--- config.mk ---
export PLATFORM = sky130hd
export DESIGN_NAME = lpc_io_bridge
export DESIGN_NICKNAME = d
export VERILOG_FILES = /design/src/rtl/lpc_io_pkg.sv /design/src/rtl/lpc_io_seq.sv /design/src/rtl/lpc_io_regs.sv /design/src/rtl/lpc_io_bridge.sv
export SDC_FILE = /design/constraint.sdc
export NUM_CORES = 1
export LEC_CHECK = 0
export BUFFER_PORTS_ARGS = -buffer_cell sky130_fd_sc_hd__buf_2
export CAP_MARGIN = 30
export CORE_MARGIN = 10
export CORE_UTILIZATION = 55
export CTS_BUF_LIST = sky130_fd_sc_hd__clkbuf_4 sky130_fd_sc_hd__clkbuf_8 sky130_fd_sc_hd__clkbuf_16
export DETAILED_ROUTE_END_ITERATION = 10
export PLACE_DENSITY = 0.77
export SYNTH_ARGS = -nofsm -noshare
export SYNTH_HDL_FRONTEND = slang
export SYNTH_HIERARCHICAL = 1
export SYNTH_SLANG_ARGS = --single-unit
--- constraint.sdc ---
create_clock -name clk -period 2.48 [get_ports clk]
set_input_delay 0 -clock clk [delete_from_list [all_inputs] [get_ports clk]]
set_output_delay 0 -clock clk [all_outputs]
set_load 0.02 [all_outputs]
--- src/rtl/lpc_io_pkg.sv ---
// Package: shared offsets, handshake codes and sequencer states for the LPC I/O bridge.
package lpc_io_pkg;
    localparam logic [7:0] OFS_LAUNCH = 8'h00;
    localparam logic [7:0] OFS_STATUS = 8'h04;
    localparam logic [7:0] OFS_DONE   = 8'h08;
    localparam logic [7:0] OFS_LEN    = 8'h10;
    localparam logic [7:0] OFS_CMD    = 8'h14;
    localparam logic [7:0] OFS_ADDR   = 8'h20;
    localparam logic [7:0] OFS_WBYTE  = 8'h24;
    localparam logic [7:0] OFS_RBYTE  = 8'h28;

    localparam logic [3:0] HS_READY = 4'b0000;
    localparam logic [3:0] HS_SHORT = 4'b0101;
    localparam logic [3:0] HS_LONG  = 4'b0110;
    localparam logic [3:0] HS_ERROR = 4'b1010;

    typedef enum logic [3:0] {
        ST_IDLE, ST_START, ST_TYPE, ST_ADDR, ST_WDAT,
        ST_TAR1, ST_SYNC, ST_RDAT, ST_TAR2, ST_FIN
    } seq_state_t;
endpackage

--- src/rtl/lpc_io_seq.sv ---
// Sequencer: runs one single-byte I/O cycle on the LPC pins per launch pulse.
// Assumes: go arrives only when busy is low; the address is ADDR_W bits, a multiple of 4.
module lpc_io_seq
    import lpc_io_pkg::*;
#(
    parameter int ADDR_W     = 16,
    parameter int SYNC_LIMIT = 8
) (
    input  logic              clk,
    input  logic              rst_n,
    input  logic              go,
    input  logic              cmd_wr,
    input  logic              cmd_bad,
    input  logic [ADDR_W-1:0] addr,
    input  logic [7:0]        wbyte,
    input  logic [3:0]        lad_i,
    output logic [3:0]        lad_o,
    output logic              lad_oe,
    output logic              lframe_n,
    output logic              busy,
    output logic              done,
    output logic              ok,
    output logic [7:0]        rbyte
);
    localparam int ADDR_NIB = ADDR_W / 4;
    localparam int IDX_W    = (ADDR_NIB > 2) ? $clog2(ADDR_NIB) : 1;
    localparam int CNT_W    = (SYNC_LIMIT > 2) ? $clog2(SYNC_LIMIT) : 1;

    seq_state_t        state;
    logic [IDX_W-1:0]  idx;
    logic [CNT_W-1:0]  cnt;
    logic              wr_q;
    logic [ADDR_W-1:0] addr_q;
    logic [7:0]        wbyte_q;
    logic              ok_q;
    logic [IDX_W-1:0]  sel;

    // Purpose: advance the cycle state, latch the command and capture read nibbles.
    always_ff @(posedge clk) begin
        if (!rst_n) begin
            state   <= ST_IDLE;
            idx     <= '0;
            cnt     <= '0;
            wr_q    <= 1'b0;
            addr_q  <= '0;
            wbyte_q <= '0;
            ok_q    <= 1'b0;
            rbyte   <= '0;
        end else begin
            case (state)
                ST_IDLE: if (go) begin
                    wr_q    <= cmd_wr;
                    addr_q  <= addr;
                    wbyte_q <= wbyte;
                    ok_q    <= 1'b0;
                    idx     <= '0;
                    state   <= cmd_bad ? ST_FIN : ST_START;
                end
                ST_START: state <= ST_TYPE;
                ST_TYPE: begin
                    idx   <= '0;
                    state <= ST_ADDR;
                end
                ST_ADDR: begin
                    if (idx == IDX_W'(ADDR_NIB - 1)) begin
                        idx   <= '0;
                        state <= wr_q ? ST_WDAT : ST_TAR1;
                    end else begin
                        idx <= idx + 1'b1;
                    end
                end
                ST_WDAT: begin
                    if (idx == IDX_W'(1)) begin
                        idx   <= '0;
                        state <= ST_TAR1;
                    end else begin
                        idx <= idx + 1'b1;
                    end
                end
                ST_TAR1: begin
                    if (idx == IDX_W'(1)) begin
                        idx   <= '0;
                        cnt   <= '0;
                        state <= ST_SYNC;
                    end else begin
                        idx <= idx + 1'b1;
                    end
                end
                ST_SYNC: begin
                    if (lad_i == HS_READY) begin
                        idx   <= '0;
                        state <= wr_q ? ST_TAR2 : ST_RDAT;
                    end else if (lad_i == HS_ERROR) begin
                        state <= ST_FIN;
                    end else if (lad_i != HS_SHORT && lad_i != HS_LONG) begin
                        if (cnt == CNT_W'(SYNC_LIMIT - 1)) begin
                            state <= ST_FIN;
                        end else begin
                            cnt <= cnt + 1'b1;
                        end
                    end
                end
                ST_RDAT: begin
                    if (idx == IDX_W'(1)) begin
                        rbyte[7:4] <= lad_i;
                        idx        <= '0;
                        state      <= ST_TAR2;
                    end else begin
                        rbyte[3:0] <= lad_i;
                        idx        <= idx + 1'b1;
                    end
                end
                ST_TAR2: begin
                    if (idx == IDX_W'(1)) begin
                        ok_q  <= 1'b1;
                        state <= ST_FIN;
                    end else begin
                        idx <= idx + 1'b1;
                    end
                end
                default: state <= ST_IDLE;
            endcase
        end
    end

    // Purpose: pick the address nibble, most significant first.
    always_comb sel = IDX_W'(ADDR_NIB - 1) - idx;

    // Purpose: decode the pin drive from the current state.
    always_comb begin
        lad_o  = 4'h0;
        lad_oe = 1'b0;
        case (state)
            ST_START: lad_oe = 1'b1;
            ST_TYPE: begin
                lad_oe = 1'b1;
                lad_o  = wr_q ? 4'b0010 : 4'b0000;
            end
            ST_ADDR: begin
                lad_oe = 1'b1;
                lad_o  = addr_q[{sel, 2'b00} +: 4];
            end
            ST_WDAT: begin
                lad_oe = 1'b1;
                lad_o  = (idx == IDX_W'(1)) ? wbyte_q[7:4] : wbyte_q[3:0];
            end
            ST_TAR1: begin
                lad_oe = (idx == '0);
                lad_o  = 4'hF;
            end
            default: ;
        endcase
    end

    assign lframe_n = (state != ST_START);
    assign busy     = (state != ST_IDLE);
    assign done     = (state == ST_FIN);
    assign ok       = ok_q;
endmodule

--- src/rtl/lpc_io_regs.sv ---
// Register slave: holds the command set-up, gates launches on idle and keeps the done/success flags.
// Assumes: single-cycle writes, combinational reads decoded from reg_addr.
module lpc_io_regs
    import lpc_io_pkg::*;
#(
    parameter int ADDR_W = 16,
    parameter int DATA_W = 32
) (
    input  logic              clk,
    input  logic              rst_n,
    input  logic [7:0]        reg_addr,
    input  logic              reg_we,
    input  logic [DATA_W-1:0] reg_wdata,
    output logic [DATA_W-1:0] reg_rdata,
    input  logic              busy,
    input  logic              done,
    input  logic              ok,
    input  logic [7:0]        rbyte,
    output logic              go,
    output logic              cmd_wr,
    output logic              cmd_bad,
    output logic [ADDR_W-1:0] addr,
    output logic [7:0]        wbyte
);
    logic [3:0]        cmd_q;
    logic [DATA_W-1:0] len_q;
    logic              done_q;
    logic              ok_flag_q;

    assign go      = reg_we && (reg_addr == OFS_LAUNCH) && reg_wdata[0] && !busy;
    assign cmd_wr  = cmd_q[0];
    assign cmd_bad = (cmd_q[2:1] != 2'b00) || (len_q != DATA_W'(1));

    // Purpose: store set-up registers on write.
    always_ff @(posedge clk) begin
        if (!rst_n) begin
            cmd_q <= '0;
            len_q <= '0;
            addr  <= '0;
            wbyte <= '0;
        end else if (reg_we) begin
            case (reg_addr)
                OFS_CMD:   cmd_q <= reg_wdata[3:0];
                OFS_LEN:   len_q <= reg_wdata;
                OFS_ADDR:  addr  <= reg_wdata[ADDR_W-1:0];
                OFS_WBYTE: wbyte <= reg_wdata[7:0];
                default: ;
            endcase
        end
    end

    // Purpose: set the completion flag at cycle end, clear it on a write of 1.
    always_ff @(posedge clk) begin
        if (!rst_n) begin
            done_q <= 1'b0;
        end else if (done) begin
            done_q <= 1'b1;
        end else if (reg_we && reg_addr == OFS_DONE && reg_wdata[1]) begin
            done_q <= 1'b0;
        end
    end

    // Purpose: success flag clears on launch and takes the cycle result at the end.
    always_ff @(posedge clk) begin
        if (!rst_n) begin
            ok_flag_q <= 1'b0;
        end else if (go) begin
            ok_flag_q <= 1'b0;
        end else if (done) begin
            ok_flag_q <= ok;
        end
    end

    // Purpose: read multiplexer.
    always_comb begin
        reg_rdata = '0;
        case (reg_addr)
            OFS_STATUS: reg_rdata = DATA_W'({ok_flag_q, !busy});
            OFS_DONE:   reg_rdata = DATA_W'({done_q, 1'b0});
            OFS_LEN:    reg_rdata = len_q;
            OFS_CMD:    reg_rdata = DATA_W'(cmd_q);
            OFS_ADDR:   reg_rdata = DATA_W'(addr);
            OFS_WBYTE:  reg_rdata = DATA_W'(wbyte);
            OFS_RBYTE:  reg_rdata = DATA_W'(rbyte);
            default: ;
        endcase
    end
endmodule

--- src/rtl/lpc_io_bridge.sv ---
// Top: register-programmed LPC host that runs single-byte I/O reads and writes.
// Assumes: one outstanding cycle; software polls the idle and completion flags.
module lpc_io_bridge #(
    parameter int ADDR_W     = 16,
    parameter int DATA_W     = 32,
    parameter int SYNC_LIMIT = 8
) (
    input  logic              clk,
    input  logic              rst_n,
    input  logic [7:0]        reg_addr,
    input  logic              reg_we,
    input  logic [DATA_W-1:0] reg_wdata,
    output logic [DATA_W-1:0] reg_rdata,
    input  logic [3:0]        lad_i,
    output logic [3:0]        lad_o,
    output logic              lad_oe,
    output logic              lframe_n
);
    logic              go;
    logic              busy;
    logic              done;
    logic              ok;
    logic              cmd_wr;
    logic              cmd_bad;
    logic [ADDR_W-1:0] addr;
    logic [7:0]        wbyte;
    logic [7:0]        rbyte;

    lpc_io_regs #(.ADDR_W(ADDR_W), .DATA_W(DATA_W)) u_regs (
        .clk(clk), .rst_n(rst_n), .reg_addr(reg_addr), .reg_we(reg_we),
        .reg_wdata(reg_wdata), .reg_rdata(reg_rdata), .busy(busy), .done(done),
        .ok(ok), .rbyte(rbyte), .go(go), .cmd_wr(cmd_wr), .cmd_bad(cmd_bad),
        .addr(addr), .wbyte(wbyte)
    );

    lpc_io_seq #(.ADDR_W(ADDR_W), .SYNC_LIMIT(SYNC_LIMIT)) u_seq (
        .clk(clk), .rst_n(rst_n), .go(go), .cmd_wr(cmd_wr), .cmd_bad(cmd_bad),
        .addr(addr), .wbyte(wbyte), .lad_i(lad_i), .lad_o(lad_o), .lad_oe(lad_oe),
        .lframe_n(lframe_n), .busy(busy), .done(done), .ok(ok), .rbyte(rbyte)
    );
endmodule

* After elaboration in Yosys (flattened, before gate mapping)
Cells that the tools add are included.
Cells by class: multipliers 0, shift operators 1, equality and inequality tests 38, $add $sub $neg 3, reduce and logical (&&, ||, !) cells 32, $lt $le $gt $ge 0, multiplexer cells 36, bitwise gates (word level) 2, div/mod/pow operators 0
Operators by type and width (number):
- $pmux W32 S7 | 1
- $mux W4 | 13
- $pmux W4 S9 | 1
- $ne A32 B1 Y1 const B | 1
- $eq A8 B6 Y1 const B | 3
- $eq A4 B3 Y1 const B | 4
- $eq A8 B5 Y1 const B | 2
- $pmux W4 S4 | 1
- $shiftx A16 B5 Y4 | 1
- $mux W3 | 5
- $ne A2 B1 Y1 const B | 7
- $reduce_and A2 Y1 | 7
- $eq A4 B4 Y1 const B | 3
- $mux W2 | 6
- $ne A4 B1 Y1 const B | 3
- $pmux W2 S6 | 1
- $ne A2 B2 Y1 const B | 5
- $eq A4 B2 Y1 const B | 2
- $eq A8 B3 Y1 const B | 1
- $eq A8 B4 Y1 const B | 1
- $logic_not A4 Y1 | 2
- $logic_not A8 Y1 | 1
- $ne A4 B3 Y1 const B | 2
- $reduce_and A8 Y1 | 1
- 24 further kinds | 38
Word-level totals: memories kept 0, RAM bits 0, output and inout port bits 38, bits in registers 105, latch bits 0, word-level logic and storage cells 127, bits of input ports 47, ROM bits 0

* Depth between registers and ports, before layout
Gate-level depths: netlist of the first run.
depth in word-level cells 6, gate-level depth with buffers 10, depth with buffers taken out 8

* Cells and area by module
Netlist of the first run, hierarchy kept.
By module, submodules not included:
- lpc_io_regs | seq. area each 1241.2 um^2, times used 1, area an instance 2887.8 um^2, cells an instance 338
- lpc_io_seq | seq. area each 860.8 um^2, times used 1, area an instance 2274.7 um^2, cells an instance 278

* Worst setup path before layout of the first run
No wires, ideal clock.
kind flip-flop to flip-flop, start register u_seq.state[3], end register u_seq.addr_q[10], path buffers 4, arrival time 2153 ps, required time 2410 ps, path slack 257 ps, cell stages (with the launch flop) 11, setup time 70 ps, period minus slack after synthesis 2223 ps, cell sequence dfxtp_1 buf_2 clkbuf_1 nand2b_1 and4bb_2 nand2_1 or2_1 clkbuf_1 clkbuf_1 nand2_1 a21oi_1
Between the ends: cells in the longest elaborated chain, start to end 4, elaborated cells on any way between the ends 5, those cells by class 5 x reduce/logical
RTL lines:
- start: declaration | line lpc_io_seq.sv:29 | seq_state_t state;
- start signal: assignment | line lpc_io_seq.sv:57 | state <= cmd_bad ? ST_FIN : ST_START;
- start signal: assignment | line lpc_io_seq.sv:67 | state <= wr_q ? ST_WDAT : ST_TAR1;
- start signal: assignment | line lpc_io_seq.sv:92 | state <= wr_q ? ST_TAR2 : ST_RDAT;
- $reduce_bool A4 Y1 | line lpc_io_seq.sv:156 | assign busy = (state != ST_IDLE);
- via busy | line lpc_io_bridge.sv:20 | logic busy;
- $logic_not A1 Y1 | line lpc_io_regs.sv:30 | assign go = reg_we && (reg_addr == OFS_LAUNCH) && reg_wdata[0] && !busy;
- $logic_and A1 B1 Y1 | line lpc_io_regs.sv:30
- via go | line lpc_io_bridge.sv:19 | logic go;
- $reduce_and A2 Y1 (no line)
- end signal: assignment | line lpc_io_seq.sv:53 | addr_q <= addr;
- end: declaration | line lpc_io_seq.sv:33 | logic [ADDR_W-1:0] addr_q;
The timed path passes the listed nets, and every way through them passes these cells. A chain may end at the register's enable or synchronous reset.

* Final worst setup path of the first run
start register u_seq.idx[0], end output port lad_o[1]
Between the ends: cells in the longest elaborated chain, start to end 3, elaborated cells on any way between the ends 5, those cells by class 1 x add/sub; 1 x eq/ne; 1 x shift; 2 x mux
RTL lines:
- start: declaration | line lpc_io_seq.sv:30 | logic [IDX_W-1:0] idx;
- start signal: assignment | line lpc_io_seq.sv:69 | idx <= idx + 1'b1;
- start signal: assignment | line lpc_io_seq.sv:77 | idx <= idx + 1'b1;
- start signal: assignment | line lpc_io_seq.sv:86 | idx <= idx + 1'b1;
- $sub A2 B2 Y2 / $eq A2 B1 Y1 (equally long branches) | line lpc_io_seq.sv:127, lpc_io_seq.sv:145
- $shiftx A16 B5 Y4 / $mux W4 (equally long branches) | line lpc_io_seq.sv:141, lpc_io_seq.sv:145
- $pmux W4 S4 * | line lpc_io_seq.sv:133 | case (state)
- end: declaration | line lpc_io_bridge.sv:15 | output logic [3:0] lad_o,
Mark *: on every way between the ends. The rest lies on a longest branch, timed or not.

==> results of run 1 <==
==> layout make-up <==
cell class | instances | area, sq um
Clock buffer | 11 | 145
Timing Repair Buffer | 135 | 908
Tap cell | 111 | 139
Sequential cell | 105 | 2100
Clock inverter | 5 | 45.0
Inverter | 5 | 18.8
Fill cell | 756 | 3000
Multi-Input combinational cell | 460 | 2840
==> final timing paths <==
kind	from	end	slack, ns	depth (start not counted)
max	u_seq/idx[0]$_SDFFE_PN0P_	lad_o[1]	0.29	6
min	reg_we	u_regs/done_q$_SDFFE_PN0P_	0.06	4
max reg2reg	u_seq/state[2]$_SDFFE_PN0P_	u_seq/idx[1]$_SDFFE_PN0P_	0.35	8
min reg2reg	u_seq/wbyte_q[3]$_SDFFE_PN0P_	u_seq/wbyte_q[3]$_SDFFE_PN0P_	0.46	2
==> registers in the layout, indices dropped and copies added, names as in the netlist <==
| signal | flops |
|---|---|
| u_regs/len_q | 32 |
| u_regs/addr | 16 |
| u_seq/addr_q | 16 |
| u_regs/wbyte | 8 |
| u_seq/rbyte | 8 |
| u_seq/wbyte_q | 8 |
| u_regs/cmd_q | 4 |
| u_seq/state | 4 |
| u_seq/cnt | 3 |
| u_seq/idx | 2 |
| u_regs/done_q | 1 |
| u_regs/ok_flag_q | 1 |
| u_seq/ok | 1 |
| u_seq/wr_q | 1 |
==> per-layer routing <==
layer	wire [microns]	up-vias	global-route usage [%]
li1	-	2422	-
met4	208	0	6.10
met1	6270	2375	26.2
met3	1050	18	5.30
met2	7380	170	38.3
met5	0	-	0
==> worst reg2reg max path: cells and delay by family (launching register included) <==
kind             cells  cell delay [ns]
AND/OR/NAND/NOR      5             0.62
flip-flops           1             0.71
AO/OA/AOI/OAI        3             0.71
==> logic make-up after synthesis <==
family,after synthesis,synth area share (%)
buffers and inverters,51,4.34
multiplexers,33,7.42
AO/OA/AOI/OAI,154,18.5
AND/OR/NAND/NOR,267,27.5
flip-flops,105,40.7
adder cells (fa/ha/maj),6,1.45
==> Yosys cell counts (all sizes together) (2+ instances only) <==
cell	count
a31oi	4
o2bb2ai	2
mux4	4
mux2	2
nand4	4
a22o	12
o22ai	7
nand2b	6
dfxtp	105
and3	17
clkbuf	27
and3b	3
o21bai	4
nand2	98
a21oi	42
ha	6
a211oi	5
a21o	3
nor3b	2
nor4b	6
mux2i	27
nand3	62
a22oi	13
nor2b	20
o211ai	3
o21ai	54
buf	19
nor4	12
nor2	24
inv	4
nor3	6
==> power breakdown <==
part,switching (uW),internal (uW)
clock network,623,423
registers,49.0,1710
logic,426,283
total,1100,2420
==> metrics by stage <==
step                hold WS, ns  std cells  cell area [sq um]  power, uW
floorplan                 0.127        616               5160       2240
global route             0.0805        832               6190       3670
global placement          0.245        779               5630       2430
CTS                      0.0466        832               6190       3520
finish                   0.0638        832               6190       3520
detailed placement        0.253        779               5630       2450
==> what timing repair did <==
| item | CTS | global route |
|---|---|---|
| hold buffers | 37 | 0 |
| endpoints found under the hold margin | 72 | 0 |
| gates resized for setup | 0 | 1 |
| setup endpoints to repair | 0 | 1 |
==> summary.md, run 1 <==
| Metric | Value |
|---|---|
| Ant. Diodes | `0` |
| Die Area | `0.0137 sq mm` |
| Yosys top cell area share | `between 40% and 50%` |
| First-pass GRT wire length | `24,000 microns` |
| DPL Wire Length | `10,300 microns` |
| Crit path cell chain | `ha_1, buf_4, mux2_2, a32oi_1, a21oi_1, buf_2` |
| Most common cell after layout, fill and taps aside | `dfxtp_1` |
| Pre-CTS setup slack | `0.236 ns` |
| CTS sink cnt | `105` |
| Final WL | `14,900 microns` |
| Yosys cell types | `58` |
| Area leader, netlist | `dfxtp_1` |
| Number of global-route vias before repair | `between 4,000 and 5,000` |
| Ys Warns | `6` |
| 1st-iter DRT viols | `405` |
| Seq/Total Area, Yosys | `roughly two fifths` |
| Average size of a mapped cell | `between 8 and 9 sq um` |
| Critical path buffers and inverters | `2` |
| Most frequent cells in the layout | `105 x dfxtp_1, 98 x nand2_1, 84 x buf_2, 60 x nand3_1, 49 x o21ai_0` |
| Layout cell share with drive strength beyond 1 | `between 20% and 30%` |
| Die width | `117 microns` |
| Grt ovf | `0` |
| Pin count of the biggest net entering global routing | `99` |
| CTS H-tree depth | `3` |
| Row cnt | `35` |
| Clk slew on worst S/H paths | `0.10 ns` |
| Clk_skew | `roughly 0.010 ns` |
| Final hold violations | `0` |
| Crit Path Max Fanout | `10` |
| Relative slew slack | `37.6%` |
| #FFs+latches synth | `105` |
| CP required | `2.48 ns` |
| DR vias/cell | `approximately 6` |
| CP top delay family | `flip-flops` |
| Initial core utilization | `56.1%` |
| Total of max-cap violations | `0` |
| Setup CP Type | `flop to primary output` |
| Final core occ | `about two thirds` |
| Post-DRT Antenna Nets | `0` |
| Ys flop type | `dfxtp_1` |
| Worst setup EP type | `primary output` |
| Clk_lat worst skew | `0.38 ns` |
| Post-synthesis async set-or-reset flop share | `0%` |
| Power Density | `between 500 and 600 mW/mm^2` |
| DR DRC count | `0` |
| Vias | `4,985` |
| DR pass1 iterations | `5` |
| Clock root cell | `clkbuf_8` |
| # setup viols final | `0` |
| Clk buf depth | `2` |
| Hold Crit Class | `input pin to flop` |
| Synth area leaders | `dfxtp_1 41%, nand2_1 7.1%, nand3_1 5.8%` |
| Post-CTS Setup Inserts | `0` |
| Clock buffer count from CTS | `9` |
| I/O Buffers | `84` |
| LEAKAGE | `0.00248 uW` |
| Status | `finished clean` |
| Slowest-stage cell, CP | `dfxtp_1` |
| Slew @ Worst Pin | `0.935 ns` |
| Total track usage | `21.9%` |
| Final #Nets | `roughly 770` |
| # IOs | `85` |
| Post-Syn Instances | `616` |
| Final period utilization | `88.4%` |
| Number of synthesized flops with an enable pin | `0` |
| Setup crit start kind | `flop` |
| Area Growth Syn to Fin | `20.0%` |
| VDD IR-drop max | `332 uV` |
| CTS tree | `built` |
| Fmax achieved | `456 MHz` |
| Syn nets | `~670` |
| TNS Setup | `0 ns` |
| Core area | `between 0.009 and 0.01 sq mm` |
| Placer Congestion | `approximately 0.95` |
| Critical path data arrival time | `2.19 ns` |
| Synthesized cell area | `about 0.0052 sq mm` |
| Die H | `117 microns` |
| Routed wire per std cell | `17.9 microns` |
| RSZ-0062 raised after global routing | `no` |
| Slew Limit Fails | `0` |
| Worst Setup Slack, final | `0.288 ns` |
| Crit path time final | `2.19 ns` |
| Max stage delay on crit path | `0.60 ns` |
| Initial antenna violation count | `0` |
Power figures use the tool's default switching activity.
==> run 2: changes to the inputs <==
--- a/config.mk
+++ b/config.mk
@@ -7,11 +7,15 @@
 export LEC_CHECK = 0
 export BUFFER_PORTS_ARGS = -buffer_cell sky130_fd_sc_hd__buf_2
 export CAP_MARGIN = 30
+export CELL_PAD_IN_SITES_DETAIL_PLACEMENT = 1
+export CELL_PAD_IN_SITES_GLOBAL_PLACEMENT = 1
 export CORE_MARGIN = 10
-export CORE_UTILIZATION = 55
+export CORE_UTILIZATION = 42
 export CTS_BUF_LIST = sky130_fd_sc_hd__clkbuf_4 sky130_fd_sc_hd__clkbuf_8 sky130_fd_sc_hd__clkbuf_16
 export DETAILED_ROUTE_END_ITERATION = 10
-export PLACE_DENSITY = 0.77
+export HOLD_SLACK_MARGIN = 0.08
+export PLACE_DENSITY = 0.79
+export SLEW_MARGIN = 20
 export SYNTH_ARGS = -nofsm -noshare
 export SYNTH_HDL_FRONTEND = slang
 export SYNTH_HIERARCHICAL = 1
==> summary.md, run 2 (synthesized netlist as in run 1, its figures left out) <==
| Metric | Value |
|---|---|
| Clk_skew | `0.00796 ns` |
| Setup crit start kind | `flop` |
| Crit path time final | `2.30 ns` |
| Ant. Diodes | `0` |
| VDD IR-drop max | `317 uV` |
| Crit path cell chain | `nor3_4, nand2b_1, and4bb_2, nand2_1, or2_1, nand2_1, a21oi_1` |
| DPL Wire Length | `11,900 microns` |
| Worst Setup Slack, final | `0.180 ns` |
| Design Area, Final | `0.00634 sq mm` |
| I/O Buffers | `84` |
| Grt ovf | `0` |
| Number of global-route vias before repair | `a little over 5,000` |
| LEAKAGE | `0.00253 uW` |
| Top flop regs | `u_regs/len_q (32), u_regs/addr (16), u_seq/addr_q (16)` |
| Worst setup EP type | `flop` |
| # IOs | `between 80 and 90` |
| Largest register FFs | `32` |
| DR vias/cell | `5.78` |
| First-pass GRT wire length | `27,400 microns` |
| Vias | `5,022` |
| Most frequent cells in the layout | `105 x dfxtp_1, 98 x nand2_1, 84 x buf_2, 60 x nand3_1, 49 x o21ai_0` |
| Clock root cell | `clkbuf_16` |
| Status | `finished clean` |
| Critical path data arrival time | `around 2.6 ns` |
| Total track usage | `20.1%` |
| Most common cell after layout, fill and taps aside | `dfxtp_1` |
| Final #Nets | `770` |
| CTS sink cnt | `105` |
| Die Area | `0.0171 sq mm` |
| Pre-CTS setup slack | `0.237 ns` |
| Final hold violations | `0` |
| Fmax achieved | `435 MHz` |
| Largest Register | `u_regs/len_q` |
| Die width | `between 100 and 150 microns` |
| TNS Setup | `0 ns` |
| Slowest-stage cell, CP | `or2_1` |
| CTS H-tree depth | `3` |
| CTS tree | `built` |
| Relative slew slack | `38.0%` |
| PostCTS Resize Cnt | `0` |
| Post-DRT Antenna Nets | `0` |
| Most frequent CP cell | `nand2_1` |
| Slew Limit Fails | `0` |
| Clock buffer count from CTS | `9` |
| Initial core utilization | `43.0%` |
| Clk slew on worst S/H paths | `~0.07 ns` |
| Crit Path Max Fanout | `25` |
| Hold Crit Class | `input pin to flop` |
| Final WL | `17,000 microns` |
| Area Growth Syn to Fin | `22.8%` |
| Core area | `0.0120 sq mm` |
| Placed cell area | `0.00569 sq mm` |
| Final period utilization | `92.8%` |
| Placer Congestion | `between 0.8 and 0.9` |
| DR DRC count | `0` |
| Slew @ Worst Pin | `just over 0.9 ns` |
| Total of max-cap violations | `0` |
| RSZ-0062 raised after global routing | `no` |
| Power Density | `607 mW/mm^2` |
| Max stage delay on crit path | `0.64 ns` |
| 1st-iter DRT viols | `359` |
| Filler Cell Count | `about 1,500` |
| Routed wire per std cell | `about 20 microns` |
| Layout cell share with drive strength beyond 1 | `20.2%` |
| Die H | `131 microns` |
| # setup viols final | `0` |
| Row cnt | `40` |
| CP required | `2.74 ns` |
| Clk buf depth | `2` |
| Clk_lat worst skew | `0.34 ns` |
| DR pass1 iterations | `5` |
| Setup CP Type | `flop to flop` |
| Pin count of the biggest net entering global routing | `99` |
| Initial antenna violation count | `0` |
-- run 2: cell type report --
cell class	instances	area (sq um)	area share, %
Clock inverter	6	50.0	0.789
Clock buffer	10	233	3.67
Sequential cell	105	2100	33.2
Inverter	5	18.8	0.296
Multi-Input combinational cell	460	2840	44.7
Timing Repair Buffer	136	916	14.4
Tap cell	147	184	2.90
-- run 2: path summary, 6_finish.rpt --
kind / from / to / slack (ns) / cells past startpoint
min: reg_we / u_regs/done_q$_SDFFE_PN0P_ / 0.10 / 4
min reg2reg: u_seq/addr_q[3]$_SDFFE_PN0P_ / u_seq/addr_q[3]$_SDFFE_PN0P_ / 0.46 / 2
max reg2reg: u_seq/state[1]$_SDFFE_PN0P_ / u_seq/wbyte_q[4]$_SDFFE_PN0P_ / 0.18 / 7
max: u_seq/state[1]$_SDFFE_PN0P_ / u_seq/wbyte_q[4]$_SDFFE_PN0P_ / 0.18 / 7
-- run 2: what timing repair did --
| item | in CTS | in global routing |
|---|---|---|
| hold endpoints to repair | 73 | 0 |
| setup buffers | 0 | 0 |
| hold buffers | 37 | 0 |
-- run 2: layer usage --
metal	global-route usage [%]	routed length, microns	share of wire, %	vias to the layer above
met5	0	0	0	-
met4	5.62	299	1.8	0
met3	3.46	608	3.6	21
met2	36.3	8770	52	83
met1	23.7	7280	43	2498
li1	-	-	-	2420
-- run 2: worst max-delay path, delay by kind of cell, from the launching register on --
| family | cells | cell delay (ns) |
|---|---|---|
| AO/OA/AOI/OAI | 1 | 0.19 |
| flip-flops | 1 | 0.58 |
| AND/OR/NAND/NOR | 6 | 1.44 |
-- run 2: metrics by stage --
step,power [uW],util (%),hold WS [ns],instances
final,3850,52.8,0.104,869
after global routing,4010,52.8,0.168,869
after CTS,3870,52.8,0.105,869
after detailed placement,2460,47.3,0.256,816
after global placement,2440,47.3,0.245,816
after floorplan,2240,-,0.127,616
-- run 2: report_power, final --
part           internal (uW)  switching [uW]
Sequential              1710            54.3
Combinational            284             429
Clock                    708             660
Total                   2700            1140
